### config.mk
export PLATFORM = sky130hd
export DESIGN_NAME = regbus_xcvr
export DESIGN_NICKNAME = d
export VERILOG_FILES = /design/src/rtl/regbus_pkg.sv /design/src/rtl/regbus_edge.sv /design/src/rtl/regbus_store.sv /design/src/rtl/regbus_route.sv /design/src/rtl/regbus_xcvr.sv
export SDC_FILE = /design/constraint.sdc
export NUM_CORES = 1
export LEC_CHECK = 0
export ABC_AREA = 0
export BUFFER_PORTS_ARGS = -buffer_cell sky130_fd_sc_hd__clkbuf_2
export CORE_MARGIN = 3
export CORE_UTILIZATION = 32
export DETAILED_ROUTE_END_ITERATION = 12
export GPL_TIMING_DRIVEN = 0
export SLEW_MARGIN = 10
export SYNTH_ARGS = -nofsm -noshare
export SYNTH_HDL_FRONTEND = slang
export SYNTH_HIERARCHICAL = 1
export SYNTH_SLANG_ARGS = --single-unit
### constraint.sdc
create_clock -name clk -period 3.5 [get_ports clk]
set_clock_uncertainty 0.1 [all_clocks]
set_input_delay 0.7 -clock clk [delete_from_list [all_inputs] [get_ports clk]]
set_output_delay 0.7 -clock clk [all_outputs]
set_load 0.03 [all_outputs]
### src/rtl/regbus_pkg.sv
package regbus_pkg;

   typedef struct packed {
      logic ab_oe;
      logic ba_oe_n;
      logic ab_sel;
      logic ba_sel;
   } xc_ctl_t;

   localparam int SIDE_A = 0;
   localparam int SIDE_B = 1;
   localparam int N_SIDE = 2;

   // both directions driving live data: buses would feed each other
   function automatic logic is_loop(input xc_ctl_t c);
      return c.ab_oe & ~c.ba_oe_n & ~c.ab_sel & ~c.ba_sel;
   endfunction

endpackage

### src/rtl/regbus_edge.sv
module regbus_edge (
   input  logic clk,
   input  logic rst_n,
   input  logic lvl_i,
   output logic rise_o
);
   logic lvl_q;

   always_ff @(posedge clk) begin
      if (!rst_n) lvl_q <= 1'b0;
      else        lvl_q <= lvl_i;
   end

   assign rise_o = lvl_i & ~lvl_q;
endmodule

### src/rtl/regbus_store.sv
module regbus_store #(
   parameter int WIDTH = 16
) (
   input  logic             clk,
   input  logic             rst_n,
   input  logic             load_i,
   input  logic [WIDTH-1:0] d_i,
   output logic [WIDTH-1:0] q_o
);
   always_ff @(posedge clk) begin
      if (!rst_n)      q_o <= '0;
      else if (load_i) q_o <= d_i;
   end
endmodule

### src/rtl/regbus_route.sv
module regbus_route
   import regbus_pkg::*;
#(
   parameter int WIDTH = 16
) (
   input  xc_ctl_t          ctl_i,
   input  logic [WIDTH-1:0] a_in_i,
   input  logic [WIDTH-1:0] b_in_i,
   input  logic [WIDTH-1:0] a_reg_i,
   input  logic [WIDTH-1:0] b_reg_i,
   input  logic [WIDTH-1:0] a_hold_i,
   input  logic [WIDTH-1:0] b_hold_i,
   output logic [WIDTH-1:0] a_bus_o,
   output logic [WIDTH-1:0] b_bus_o,
   output logic             a_drv_o,
   output logic             b_drv_o
);
   // Each effective bus value is computed straight from inputs and
   // state, never from the other bus, so no combinational loop exists.
   always_comb begin
      a_drv_o = ~ctl_i.ba_oe_n;
      b_drv_o = ctl_i.ab_oe;
      if (is_loop(ctl_i)) begin
         a_bus_o = a_hold_i;
         b_bus_o = b_hold_i;
      end else begin
         if (!b_drv_o)        b_bus_o = b_in_i;
         else if (ctl_i.ab_sel) b_bus_o = a_reg_i;
         else if (a_drv_o)    b_bus_o = b_reg_i;  // A bus carries stored B
         else                 b_bus_o = a_in_i;

         if (!a_drv_o)        a_bus_o = a_in_i;
         else if (ctl_i.ba_sel) a_bus_o = b_reg_i;
         else if (b_drv_o)    a_bus_o = a_reg_i;  // B bus carries stored A
         else                 a_bus_o = b_in_i;
      end
   end
endmodule

### src/rtl/regbus_xcvr.sv
module regbus_xcvr
   import regbus_pkg::*;
#(
   parameter int WIDTH = 16
) (
   input  logic             clk,
   input  logic             rst_n,
   input  logic             ab_clk_i,
   input  logic             ba_clk_i,
   input  logic             ab_oe_i,
   input  logic             ba_oe_n_i,
   input  logic             ab_sel_i,
   input  logic             ba_sel_i,
   input  logic [WIDTH-1:0] a_in_i,
   output logic [WIDTH-1:0] a_out_o,
   output logic             a_oe_o,
   input  logic [WIDTH-1:0] b_in_i,
   output logic [WIDTH-1:0] b_out_o,
   output logic             b_oe_o
);
   if (WIDTH < 1) begin : g_bad_width
      $error("regbus_xcvr: WIDTH must be at least 1");
   end

   xc_ctl_t ctl;
   assign ctl = '{ab_oe: ab_oe_i, ba_oe_n: ba_oe_n_i,
                  ab_sel: ab_sel_i, ba_sel: ba_sel_i};

   logic [N_SIDE-1:0]            cap_lvl, cap_rise;
   logic [N_SIDE-1:0][WIDTH-1:0] bus_v, reg_q, hold_q;

   assign cap_lvl[SIDE_A] = ab_clk_i;
   assign cap_lvl[SIDE_B] = ba_clk_i;

   for (genvar s = 0; s < N_SIDE; s++) begin : g_side
      regbus_edge u_edge (
         .clk   (clk),
         .rst_n (rst_n),
         .lvl_i (cap_lvl[s]),
         .rise_o(cap_rise[s])
      );
      regbus_store #(.WIDTH(WIDTH)) u_data (
         .clk   (clk),
         .rst_n (rst_n),
         .load_i(cap_rise[s]),
         .d_i   (bus_v[s]),
         .q_o   (reg_q[s])
      );
      regbus_store #(.WIDTH(WIDTH)) u_hold (
         .clk   (clk),
         .rst_n (rst_n),
         .load_i(1'b1),
         .d_i   (bus_v[s]),
         .q_o   (hold_q[s])
      );
   end

   regbus_route #(.WIDTH(WIDTH)) u_route (
      .ctl_i   (ctl),
      .a_in_i  (a_in_i),
      .b_in_i  (b_in_i),
      .a_reg_i (reg_q[SIDE_A]),
      .b_reg_i (reg_q[SIDE_B]),
      .a_hold_i(hold_q[SIDE_A]),
      .b_hold_i(hold_q[SIDE_B]),
      .a_bus_o (bus_v[SIDE_A]),
      .b_bus_o (bus_v[SIDE_B]),
      .a_drv_o (a_oe_o),
      .b_drv_o (b_oe_o)
   );

   assign a_out_o = bus_v[SIDE_A];
   assign b_out_o = bus_v[SIDE_B];
endmodule

==> flow_summary_export.csv <==
group,metric,value,unit
synthesis,synth_area_leader_cell,"dfxtp_1",
route,via_count,2691,
clocking,cts_max_path_buffers,2,
worst_hold_path,hold-path-cell-count,2,
setup_path,startpoint_type,"primary input",
timing,clock.fmax,0.3015,GHz
setup_path,reg2reg_to,"g_side[1].u_data/q_o[14]$_SDFFE_PN0P_",
cells_and_area,n_fill_cell,1019,
route,viasPerCell,4.902,
synthesis,synth_seq_cells,66,
power_and_ir_drop,p_leak,1.748,nW
power_and_ir_drop,power.total,0.001984,W
worst_hold_path,min_to,"g_side[0].u_data/q_o[13]$_SDFFE_PN0P_",
setup_path,cp.required,2.70,ns
global_routing,grt_pass1_vias,2764,
route,dr_wl_met3,625,um
die,die_h,106.5,um
setup_path,crit_family,"buffers and inverters",
clocking,cts-root-buf,"clkbuf_8",
timing,period_needed,3.317,ns
timing,setup_violations,0,
setup_path,critPathLaunch,"ba_oe_n_i",
cells_and_area,nNetsFinal,451,
clocking,cts_buffers,9,
timing,period_share,0.9478,
die,die-area,11340,um^2
cells_and_area,fin_util,0.4063,
timing,slew_violations,0,
timing,final.setup.tns,0,ns
synthesis,avgSynthCellArea,9.880,um^2
power_and_ir_drop,p_per_area,499.6,nW/um^2
die,num_io_pins,74,
clocking,cts_sinks,66,
power_and_ir_drop,vdd_ir_drop_max,0.0002833,V
timing,finalHoldViolations,0,
synthesis,synth_area,3231,um^2
die,initial_utilization,0.3305,
timing,tightest_slew,0.5324,ns
cells_and_area,drive_above_1_share,0.2524,
cells_and_area,synthToLayoutAreaGrowth,22.93,%
synthesis,synth_ff_type,"dfxtp_1",
setup_path,worstPathArrival,2.52,ns
clocking,clk_latency,0.34,ns
synthesis,synth-edff-count,0,
clocking,cts_hold_buffers,0,
place,port_buffers,72,
synthesis,ys_types,21,
setup_path,max_stage_delay,0.49,ns
clocking,cts_setup_buffers,0,
route,wire_per_inst,16.42,um
global_routing,antenna_found_initial,0,
route,drc,0,
synthesis,yosysMostFrequentCell,"dfxtp_1",
die,core,9774,um^2
clocking,cts_tree,"built",
global_routing,groute.usage.overall,0.1626,
setup_path,path_class,"primary input to primary output",
clocking,clk_pin_slew,0.06,ns
route,wl_met2,4197,um
synthesis,ys_warn_count,6,
global_routing,grt-ovfl-total,0,
timing,rsz0062_at_grt,"no",
route,routed.top_layer,"met4",
setup_path,rr_startpoint,"g_side[1].u_data/q_o[14]$_SDFFE_PN0P_",
synthesis,seq_area_frac_synth,0.4090,
route,drtIter0Drc,80,
synthesis,yosys-top-cells-area,"dfxtp_1 (41%), mux2i_1 (20%), nor2b_1 (13%), a211oi_1 (7.4%), o22ai_1 (6.0%)",
global_routing,grt_pass1_wl,14370,um
flow_run,maxCapViolCount,0,
clocking,cts_max_level,3,
die,die_w,106.5,um
die,rows,36,
timing,fin_hold_ws,0.4149,ns
global_routing,grt_max_degree,31,
route,met1Wirelength,4132,um
synthesis,yosys-top-cells-count,"dfxtp_1 (66), nor2b_1 (65), mux2i_1 (64)",
synthesis,ys_async_sr_fraction,0,
setup_path,crit_fanout,10,
synthesis,synth_top_area_share,0.4090,
worst_hold_path,hold_class,"register to register",
setup_path,reg2reg_depth,5,
setup_path,end_kind,"primary output",
setup_path,r2r_slack,1.95,ns
route,ant_nets,0,
place,post-dp-hpwl,6683,um
setup_path,cpMostUsedCell,"clkbuf_2",
synthesis,synth_cells,327,
clocking,cts_resized,0,
cells_and_area,num_antenna_cells,0,
status,status,"finished, final reports clean",
place,routabilityCongestion,0.8484,
setup_path,critical_path_buf_inv_count,4,
worst_hold_path,hold_start,"g_side[0].u_data/q_o[13]$_SDFFE_PN0P_",
route,routed_wl,9016,um
route,dr.pass1.iters,4,
setup_path,cpMaxStageDelayCell,"a211oi_1",
setup_path,path_cells,"clkbuf_2 -> clkinv_1 -> buf_1 -> o21ai_0 -> a211oi_1 -> clkbuf_2",
timing,max-slew-margin-rel,0.6450,
worst max-delay path by stage:
stage,to,slack [ns],depth (start not counted)
after CTS,b_out_o[14],0.22,6
final,b_out_o[14],0.18,6
after global placement,b_out_o[14],0.22,6
after floorplan,a_out_o[14],0.30,4
after global routing,a_out_o[12],0.11,6
after detailed placement,b_out_o[14],0.21,6
where the power goes:
group          internal, W  switching, W
logic             0.000169      0.000278
clock network     0.000401      0.000296
registers         0.000810     0.0000298
total              0.00138      0.000604
cell families after synthesis:
| kind of cell | share of synthesized area |
|---|---|
| compound gates | 0.1359 |
| buf+inv | 0.07010 |
| flops | 0.4090 |
| mux | 0.1983 |
| other cells | 0.001161 |
| simple gates | 0.1855 |
worst register-to-register path, stage by stage, from the launching register on:
cell,delay (ns)
dfxtp_1,0.31
or3b_2,0.45
o21ai_0,0.15
a211oi_1,0.20
mux2i_1,0.17
nor2b_1,0.06
routing by layer:
metal | global-route usage | up-vias
li1 | - | 1337
met1 | 0.2106 | 1251
met2 | 0.2738 | 97
met3 | 0.04797 | 6
met4 | 0.02466 | 0
met5 | 0 | -
through the flow:
stage	setup WS, ns	instance area (um^2)	cells
after global placement	0.2229	3761	533
final	0.1827	3971	549
after CTS	0.2229	3971	549
after floorplan	0.2963	3234	328
after global routing	0.1095	3971	549
after detailed placement	0.2146	3761	533
layout by cell type (no fill, tap or decap), types with 3 or more instances in the layout:
master	Yosys	routed
clkbuf_2	0	72
dfxtp_1	66	66
nor2b_1	65	65
mux2i_1	64	64
nor2_1	33	33
a211oi_1	32	32
o22ai_1	31	31
clkbuf_8	0	9
clkbuf_1	7	9
buf_6	7	7
buf_12	4	4
buf_2	3	3
layout make-up:
| cell class | count | area (um^2) | area share |
|---|---|---|---|
| repair buffers | 72 | 360.3 | 0.09074 |
| plain buffers | 25 | 222.7 | 0.05608 |
| well taps | 133 | 166.4 | 0.04190 |
| clock inverters | 5 | 78.83 | 0.01985 |
| flip-flops and latches | 66 | 1321 | 0.3327 |
| inverters | 1 | 3.754 | 0.0009452 |
| multi-input cells | 236 | 1687 | 0.4247 |
| clock buffers | 11 | 131.4 | 0.03308 |
registers in the layout, summed over array words and instances, names as in the netlist:
signal               cells
g_side.u_hold/q_o       32
g_side.u_edge/lvl_q      2
g_side.u_data/q_o       32
Power figures use the tool's default switching activity.
